--- config.mk ---
export PLATFORM = sky130hd
export DESIGN_NAME = slope_pwm
export DESIGN_NICKNAME = d
export VERILOG_FILES = /design/src/rtl/slope_pkg.sv /design/src/rtl/slope_plan.sv /design/src/rtl/slope_seq.sv /design/src/rtl/slope_pwm.sv
export SDC_FILE = /design/constraint.sdc
export NUM_CORES = 1
export LEC_CHECK = 0
export ABC_AREA = 1
export BUFFER_PORTS_ARGS = -buffer_cell sky130_fd_sc_hd__buf_2
export CORE_UTILIZATION = 51
export CTS_BUF_LIST = sky130_fd_sc_hd__clkbuf_16
export DETAILED_ROUTE_END_ITERATION = 12
export GPL_TIMING_DRIVEN = 0
export PLACE_DENSITY = 0.68
export SLEW_MARGIN = 20
export SYNTH_ARGS = -nofsm -noshare
export SYNTH_HDL_FRONTEND = slang
export SYNTH_SLANG_ARGS = --single-unit
export TNS_END_PERCENT = 30
--- constraint.sdc ---
create_clock -name clk -period 10.4 [get_ports clk]
set_input_delay 0 -clock clk [delete_from_list [all_inputs] [get_ports clk]]
set_output_delay 0 -clock clk [all_outputs]
set_load 0.01 [all_outputs]
--- src/rtl/slope_pkg.sv ---
package slope_pkg;

   typedef enum logic [2:0] {
      ST_IDLE,
      ST_ARM,
      ST_RISE,
      ST_PADH,
      ST_TOP,
      ST_FALL,
      ST_PADL,
      ST_BOT
   } slope_st_e;

   localparam int unsigned RAMP_BASE = 8;
   localparam int unsigned XLEN_W    = 4;
   localparam int unsigned SQ_W      = 8;

   function automatic logic [XLEN_W-1:0] ramp_len(input logic [1:0] sel);
      return XLEN_W'(RAMP_BASE) + {2'b00, sel};
   endfunction

endpackage

--- src/rtl/slope_plan.sv ---
module slope_plan
   import slope_pkg::*;
#(
   parameter int unsigned PERIOD_W = 10,
   parameter bit          SQ_LUT   = 1'b1
) (
   input  logic [PERIOD_W-1:0] period_len,
   input  logic [1:0]          ramp_sel,
   output logic [XLEN_W-1:0]   xlen,
   output logic [PERIOD_W-1:0] top_len,
   output logic [PERIOD_W-1:0] bot_len,
   output logic                short_err
);
   localparam int unsigned CW = PERIOD_W + 1;

   logic [SQ_W-1:0] sq;
   logic [CW-1:0]   ovh;
   logic [CW-1:0]   per_ext;
   logic [CW-1:0]   rem;

   assign xlen = ramp_len(ramp_sel);

   generate
      if (SQ_LUT) begin : g_sq_lut
         always_comb begin
            case (ramp_sel)
               2'd0:    sq = SQ_W'(64);
               2'd1:    sq = SQ_W'(81);
               2'd2:    sq = SQ_W'(100);
               default: sq = SQ_W'(121);
            endcase
         end
      end else begin : g_sq_mul
         logic [2*XLEN_W-1:0] prod;
         assign prod = {4'b0000, xlen} * {4'b0000, xlen};
         assign sq   = prod[SQ_W-1:0];
      end
   endgenerate

   assign ovh     = (CW'(sq) << 1) + CW'(2);
   assign per_ext = {1'b0, period_len};
   assign rem     = per_ext - ovh;

   always_comb begin
      if (per_ext < ovh) begin
         short_err = 1'b1;
         top_len   = '0;
         bot_len   = '0;
      end else begin
         short_err = 1'b0;
         top_len   = rem[PERIOD_W:1];
         bot_len   = rem[PERIOD_W-1:0] - rem[PERIOD_W:1];
      end
   end

endmodule

--- src/rtl/slope_seq.sv ---
module slope_seq
   import slope_pkg::*;
#(
   parameter int unsigned PERIOD_W = 10
) (
   input  logic                clk,
   input  logic                rst_n,
   input  logic                tick,
   input  logic                enable,
   input  logic                start,
   input  logic [XLEN_W-1:0]   xlen_in,
   input  logic [PERIOD_W-1:0] top_in,
   input  logic [PERIOD_W-1:0] bot_in,
   input  logic                err_in,
   output logic                pwm_out,
   output logic                running,
   output logic                cfg_err
);
   slope_st_e           st_q, st_n;
   logic [XLEN_W-1:0]   seg_q, seg_n;
   logic [XLEN_W-1:0]   pos_q, pos_n;
   logic [PERIOD_W-1:0] cnt_q, cnt_n;
   logic [XLEN_W-1:0]   x_q;
   logic [PERIOD_W-1:0] top_q, bot_q;
   logic                new_per;
   logic                out_n;
   logic                err_q;
   logic                out_q;
   logic [XLEN_W-1:0]   seg_one;

   assign seg_one = XLEN_W'(1);

   always_comb begin
      st_n    = st_q;
      seg_n   = seg_q;
      pos_n   = pos_q;
      cnt_n   = cnt_q;
      new_per = 1'b0;
      case (st_q)
         ST_ARM: new_per = 1'b1;
         ST_RISE, ST_FALL: begin
            if (pos_q == x_q - seg_one) begin
               pos_n = '0;
               if (seg_q == x_q) st_n = (st_q == ST_RISE) ? ST_PADH : ST_PADL;
               else              seg_n = seg_q + seg_one;
            end else begin
               pos_n = pos_q + seg_one;
            end
         end
         ST_PADH: begin
            cnt_n = '0;
            seg_n = seg_one;
            pos_n = '0;
            st_n  = (top_q != '0) ? ST_TOP : ST_FALL;
         end
         ST_TOP: begin
            if (cnt_q == top_q - PERIOD_W'(1)) begin
               st_n  = ST_FALL;
               seg_n = seg_one;
               pos_n = '0;
            end else begin
               cnt_n = cnt_q + PERIOD_W'(1);
            end
         end
         ST_PADL: begin
            cnt_n = '0;
            if (bot_q != '0) st_n = ST_BOT;
            else             new_per = 1'b1;
         end
         ST_BOT: begin
            if (cnt_q == bot_q - PERIOD_W'(1)) new_per = 1'b1;
            else                                 cnt_n = cnt_q + PERIOD_W'(1);
         end
         default: st_n = ST_IDLE;
      endcase
      if (new_per) begin
         st_n  = ST_RISE;
         seg_n = seg_one;
         pos_n = '0;
         cnt_n = '0;
      end
   end

   always_comb begin
      case (st_n)
         ST_RISE:         out_n = (pos_n < seg_n);
         ST_PADH, ST_TOP: out_n = 1'b1;
         ST_FALL:         out_n = (({1'b0, pos_n} + {1'b0, seg_n}) <= {1'b0, x_q});
         default:         out_n = 1'b0;
      endcase
   end

   always_ff @(posedge clk or negedge rst_n) begin
      if (!rst_n) begin
         st_q  <= ST_IDLE;
         seg_q <= '0;
         pos_q <= '0;
         cnt_q <= '0;
         x_q   <= '0;
         top_q <= '0;
         bot_q <= '0;
         err_q <= 1'b0;
         out_q <= 1'b0;
      end else if (!enable) begin
         st_q  <= ST_IDLE;
         err_q <= 1'b0;
         out_q <= 1'b0;
      end else if (st_q == ST_IDLE) begin
         if (start) st_q <= ST_ARM;
      end else if (tick) begin
         st_q  <= st_n;
         seg_q <= seg_n;
         pos_q <= pos_n;
         cnt_q <= cnt_n;
         out_q <= out_n;
         if (new_per) begin
            x_q   <= xlen_in;
            top_q <= top_in;
            bot_q <= bot_in;
            err_q <= err_in;
         end
      end
   end

   assign pwm_out = out_q;
   assign running = (st_q != ST_IDLE);
   assign cfg_err = err_q;

endmodule

--- src/rtl/slope_pwm.sv ---
module slope_pwm
   import slope_pkg::*;
#(
   parameter int unsigned PERIOD_W = 10,
   parameter bit          SQ_LUT   = 1'b1
) (
   input  logic                clk,
   input  logic                rst_n,
   input  logic                tick,
   input  logic                enable,
   input  logic                start,
   input  logic [PERIOD_W-1:0] period_len,
   input  logic [1:0]          ramp_sel,
   output logic                pwm_out,
   output logic                running,
   output logic                cfg_err
);
   localparam int unsigned MIN_W = 8;
   localparam int unsigned MAX_W = 16;

   initial begin
      assert (PERIOD_W >= MIN_W && PERIOD_W <= MAX_W)
         else $error("slope_pwm: PERIOD_W out of supported range");
   end

   logic [XLEN_W-1:0]   xlen;
   logic [PERIOD_W-1:0] top_len;
   logic [PERIOD_W-1:0] bot_len;
   logic                short_err;

   slope_plan #(
      .PERIOD_W (PERIOD_W),
      .SQ_LUT   (SQ_LUT)
   ) u_plan (
      .period_len (period_len),
      .ramp_sel   (ramp_sel),
      .xlen       (xlen),
      .top_len    (top_len),
      .bot_len    (bot_len),
      .short_err  (short_err)
   );

   slope_seq #(
      .PERIOD_W (PERIOD_W)
   ) u_seq (
      .clk     (clk),
      .rst_n   (rst_n),
      .tick    (tick),
      .enable  (enable),
      .start   (start),
      .xlen_in (xlen),
      .top_in  (top_len),
      .bot_in  (bot_len),
      .err_in  (short_err),
      .pwm_out (pwm_out),
      .running (running),
      .cfg_err (cfg_err)
   );

endmodule

==> flow_summary.ini, run 1 <==
[cts]
cts_resized = 0
clock-sinks = 46
clock_latency_ps = 290
cts_tree = built
clk_path_buf_depth = 2
htreeDepth = 2
cts_buffers = 5
root_buffer = clkbuf_16
clk_pin_slew_ps = 60

[sta]
fin_crit_sh_pct = 41.06
setup_viol = 0
slew_headroom_pct = 60.46
fmax_mhz = 234.2
slew_violations = 0
worst_pin_slew_ps = 593.2
holdWs_ps = 12.27
setup_tns_ps = 0
rsz0062_at_grt = no
setup_ws_ps = 6130
hold_violations = 0
finClkSkew_ps = 4.670
period_minus_slack_ps = 4270

[synthesis]
syn_avg_cell_area_um2 = 6.753
ys.flop_type = dfrtp_1
yosys.area.top_type = dfrtp_1
synth.distinct_cells = 37
async_flop_share_pct = 100.0
ys_seq_area_share_pct = 26.23
synth_commonest_cells = nand2_1 (156), inv_1 (104), nor2_1 (72)
syn_inst = 650
synth_warnings = 0
yosysMostFrequentCell = nand2_1
syn_area_um2 = 4389
netlist.area_leader.share_pct = 26.23
synth_edf_count = 0
ys_top_cells_by_area = dfrtp_1 (26%), nand2_1 (13%), ha_1 (9.1%), inv_1 (8.9%), nand3_1 (6.6%)
synth_seq_cells = 46
synth_nets = 702

[grt]
grt_overflow_total = 0
grt_pass1_vias = 3791
grt_use_total_pct = 25.14
antenna_found_initial = 0
grt_pass1_wl_um = 17590
grt_max_degree = 47

[pwr]
leakage_nw = 2.535
max-vdd-ir-drop_uv = 94.30
power.density_nw_per_um2 = 244.3
totalPowerFinal_mw = 1.172

[route]
firstDrtPassIters = 5
drt_iter0_markers = 267
vias = 4157
wl_per_cell_um = 13.34
postRouteAntennaNets = 0
viasPerCell = 5.309
drcViolationCount = 0
postRouteWirelength_um = 10450

[setup_path]
path_max_fanout = 6
r2r-start = u_seq.top_q[0]$_DFFE_PN0P_
start_kind = flip-flop
end_kind = flip-flop
slowest_delay_ps = 380
crit_required_ps = 10580
crit_start = u_seq.top_q[0]$_DFFE_PN0P_
crit_type = flip-flop to flip-flop
critPathMostFrequentCell = nand2_1
crit_path_top_delay_cell = dfrtp_1
worstPathArrival_ps = 4450

[cells_and_area]
fillers = 792
antennaDiodeCount = 0
final_core_util_pct = 58.06
layout.cells.non_filler = 783
drive_gt1_share_pct = 9.145
area_growth_pct = 9.236
nets = 729
fin_area_um2 = 4795

[place]
port_buffers = 19
place_ws_ps = 6180
dp.cells = 774
place_congestion = 0.8846
dpl.hpwl_um = 8318
dpl_cell_area_um2 = 4616

[floorplan]
pin_count = 20
start_util_pct = 53.15
num_rows = 33
dieArea_um2 = 8981
coreArea_um2 = 8258
die_x_um = 94.77
dieHeight_um = 94.77

[run_status]
status = finished, final reports clean

[job]
cap_violations = 0

[hold_path]
min_path_type = input port to flip-flop
hp-start = enable
## sequential cells by signal, summed over array words and instances (netlist names), 3 cells and up
| register | cells |
|---|---|
| u_seq.top_q | 10 |
| u_seq.cnt_q | 10 |
| u_seq.x_q | 3 |
| u_seq.pos_q | 4 |
| u_seq.bot_q | 10 |
| u_seq.seg_q | 4 |
| u_seq.st_q | 3 |
## power breakdown
part           switching [mW]  internal [mW]  total [mW]
clock network          0.0689          0.113       0.181
registers              0.0800          0.242       0.322
logic                   0.411          0.257       0.668
## cell type report
type / count / area [um^2] / area share [%]
plain buffers: 10 / 70.07 / 1.461
clock buffers: 5 / 125.1 / 2.610
clock inverters: 3 / 41.29 / 0.8612
inverters: 106 / 402.9 / 8.403
multi-input cells: 488 / 2765 / 57.67
flip-flops and latches: 46 / 1151 / 24.01
well taps: 105 / 131.4 / 2.740
repair buffers: 20 / 107.6 / 2.244
## path summary, 6_finish.rpt
path | endpoint | slack [ps] | cells past startpoint
max | u_seq.pwm_out$_DFFE_PN0P_ | 6130 | 26
min | u_seq.cfg_err$_DFFE_PN0P_ | 10 | 3
max reg2reg | u_seq.pwm_out$_DFFE_PN0P_ | 6130 | 26
min reg2reg | u_seq.pwm_out$_DFFE_PN0P_ | 470 | 2
max in group asynchronous | u_seq.bot_q[8]$_DFFE_PN0P_ | 9730 | 2
min in group asynchronous | u_seq.cnt_q[4]$_DFFE_PN0P_ | 260 | 2
## per-layer routing
layer | share of wire [%] | vias to the layer above | track usage [%]
met5 | 0 | - | 0
met4 | 1.6 | 0 | 6.944
met3 | 4.3 | 12 | 3.301
met2 | 45 | 110 | 40.23
met1 | 49 | 1884 | 35.33
li1 | - | 2151 | -
## worst max-delay path: cells and delay by family (launching register included)
| kind | cells | cell delay, ps |
|---|---|---|
| xor gates and xnor gates | 1 | 110 |
| AOI/OAI and AO/OA | 3 | 640 |
| adders and majority gates | 3 | 950 |
| and+or+nand+nor | 18 | 1930 |
| buffers and inverters | 1 | 170 |
| DFF | 1 | 380 |
## cell usage in the layout, fill, tap and decap left out, drive strengths merged
cell / count
clkbuf: 8
nand3b: 2
ha: 32
bufinv: 1
nand4: 12
o21a: 1
dfrtp: 46
dlygate4sd3: 1
xor2: 24
a22oi: 2
buf: 26
nand3: 58
nor2: 78
o31ai: 5
o21bai: 1
nor3: 8
inv: 107
clkinvlp: 1
xnor3: 1
nand2: 162
or2: 1
o21ai: 45
a21oi: 27
fa: 3
a31oi: 2
xnor2: 11
o22ai: 12
o211ai: 1
## cells by family (layout without fill, tap and decap cells)
kind of cell	Yosys count	in the layout	synth area share, %
and+or+nand+nor	321	321	31.67
buffers and inverters	116	144	10.78
AOI/OAI and AO/OA	96	96	13.34
DFF	46	46	26.23
xor gates and xnor gates	36	36	7.497
adders and majority gates	35	35	10.49
## what timing repair did
item,in CTS,in global routing
setup buffers,0,0
hold endpoints to repair,46,0
hold buffers,1,0
Note: power is estimated with default switching activity, not from simulation.
==> inputs of run 2 (changes only) <==
- PLACE_DENSITY: 0.68 -> 0.71
- clock period: 10.4 -> 3.76 ns (I/O delays scaled with it)
==> run 2 against run 1 <==
  * The flow now finishes with violations (negative setup slack)
  * Routed wire length rose by 13%
  * Combinational power grew to 3.6 times the previous value
  * Register-to-register slack worse by 6200 ps
  * Die area is the same
  * Worst hold slack improved by 5.9 ps
  * Core utilization up 5.7 points
  * Cell count grew 2.3%
  * Critical path type unchanged
==> flow_summary.ini, run 2 (synthesis results as in run 1) <==
[run_status]
status = finished with violations
violations = negative setup slack

[hold_path]
hp-start = ramp_sel[1]
min_path_type = input port to flip-flop

[grt]
grt_pass1_vias = 3982
grt_use_total_pct = 26.50
grt_max_degree = 47
grt_pass1_wl_um = 18570
antenna_found_initial = 0
grt_overflow_total = 0

[setup_path]
r2r-start = u_seq.x_q[1]$_DFFE_PN0P_
crit_required_ps = 3940
path_max_fanout = 4
end_kind = flip-flop
worstPathArrival_ps = 4000
crit_type = flip-flop to flip-flop
start_kind = flip-flop
crit_start = u_seq.x_q[1]$_DFFE_PN0P_

[route]
vias = 4391
drcViolationCount = 0
postRouteWirelength_um = 11840
postRouteAntennaNets = 0
wl_per_cell_um = 14.78
firstDrtPassIters = 5
viasPerCell = 5.482
drt_iter0_markers = 249

[cells_and_area]
antennaDiodeCount = 0
nets = 747
drive_gt1_share_pct = 19.54
final_common_cell = nand2_1
fin_area_um2 = 5269
fillers = 712
final_cell_mix = nand2_1 (148), inv_1 (96), nor2_1 (61), nand3_1 (47), dfrtp_1 (45)
top_regs = u_seq.bot_q: 10 flops, u_seq.cnt_q: 10 flops, u_seq.top_q: 10 flops
layout.cells.non_filler = 801
area_growth_pct = 20.04

[sta]
worst_pin_slew_ps = 585.0
period_minus_slack_ps = 3816
hold_violations = 0
holdWs_ps = 18.17
slew_headroom_pct = 60.70
rsz0062_at_grt = yes
fmax_mhz = 262.1
setup_viol = 1
setup_tns_ps = -55.75
slew_violations = 0
setup_ws_ps = -55.75
finClkSkew_ps = 6.682
fin_crit_sh_pct = 101.5

[cts]
cts_tree = built
clk_pin_slew_ps = 70
htreeDepth = 2
cts_buffers = 5
clk_path_buf_depth = 2
root_buffer = clkbuf_16
clock_latency_ps = 290
clock-sinks = 46

[place]
dp.cells = 774
place_congestion = 0.8646
dpl.hpwl_um = 8619
port_buffers = 19
dpl_cell_area_um2 = 4616

[job]
cap_violations = 0

[floorplan]
dieHeight_um = 94.77
coreArea_um2 = 8258
dieArea_um2 = 8981
pin_count = 20
die_x_um = 94.77
num_rows = 33
start_util_pct = 53.15

[pwr]
max-vdd-ir-drop_uv = 269.1
leakage_nw = 2.676
power.density_nw_per_um2 = 723.0
[run 2: changes by cell type in the layout (fill, tap and decap cells not counted), sizes merged]
cell      change
inv           +1
clkinvlp      -1
buf          +18
[run 2: path summary, 6_finish.rpt]
check	endpoint	slack (ps)	cells past startpoint
max	u_seq.pwm_out$_DFFE_PN0P_	-60	25
min	u_seq.x_q[1]$_DFFE_PN0P_	20	3
max reg2reg	u_seq.pwm_out$_DFFE_PN0P_	-60	25
min reg2reg	u_seq.pwm_out$_DFFE_PN0P_	480	2
max in group asynchronous	u_seq.x_q[0]$_DFFE_PN0P_	3070	2
min in group asynchronous	u_seq.seg_q[2]$_DFFE_PN0P_	260	2
[run 2: area by class of cell]
| class | instances | area (um^2) | share of cell area, % |
|---|---|---|---|
| flip-flops and latches | 46 | 1152 | 21.87 |
| well taps | 105 | 131.4 | 2.493 |
| clock inverters | 3 | 37.54 | 0.7124 |
| clock buffers | 5 | 125.1 | 2.375 |
| inverters | 106 | 402.9 | 7.647 |
| repair buffers | 38 | 242.7 | 4.607 |
| plain buffers | 10 | 73.82 | 1.401 |
| multi-input cells | 488 | 3103 | 58.89 |
[run 2: worst max-delay path, stage by stage, from the launching register on]
cell and delay [ps]:
dfrtp_1 400, inv_2 70, ha_1 290, nand2_1 60, o21ai_0 110, nor3_2 200
nand2_2 110, nor2_4 190, nand2_4 100, nor3_4 230, nor2_1 80, nor2_2 130
nand2_2 90, ha_4 280, inv_1 60, xor2_1 170, ha_1 350, nand3_4 90
nor2_4 140, nand2_2 60, a22oi_2 150, nand3_1 100, nand2_1 80, nand2_1 50
nand2_1 50, nand2_1 60
[run 2: routing by layer]
metal / share of wire [%] / wire [um] / track usage [%] / vias to the layer above
met5: 0 / 0 / 0 / -
met4: 2.3 / 278 / 4.924 / 0
met3: 4.5 / 536 / 3.140 / 25
met2: 50 / 5979 / 46.64 / 125
met1: 43 / 5046 / 34.94 / 2052
li1: - / - / - / 2189
[run 2: timing repair]
| action | 4_1_cts | 5_1_grt |
|---|---|---|
| pin swaps | 4 | 36 |
| endpoints found under the setup margin | 1 | 1 |
| hold buffers | 1 | 0 |
| hold endpoints to repair | 46 | 0 |
| buffers inserted | 6 | 12 |
| gates resized for setup | 22 | 59 |
[run 2: metrics by stage]
stage	setup WS, ps	utilization, %	total power, mW
floorplan	331.4	-	2.298
global placement	-231.3	55.89	2.654
detailed placement	-338.7	55.89	2.728
CTS	4.960	59.38	3.337
global route	-244.7	63.80	4.149
finish	-55.75	63.80	3.810
[run 2: where the power goes]
| part | internal, mW | switching, mW | total [mW] |
|---|---|---|---|
| Sequential | 0.671 | 0.236 | 0.907 |
| Combinational | 0.978 | 1.42 | 2.40 |
| Clock | 0.309 | 0.193 | 0.503 |
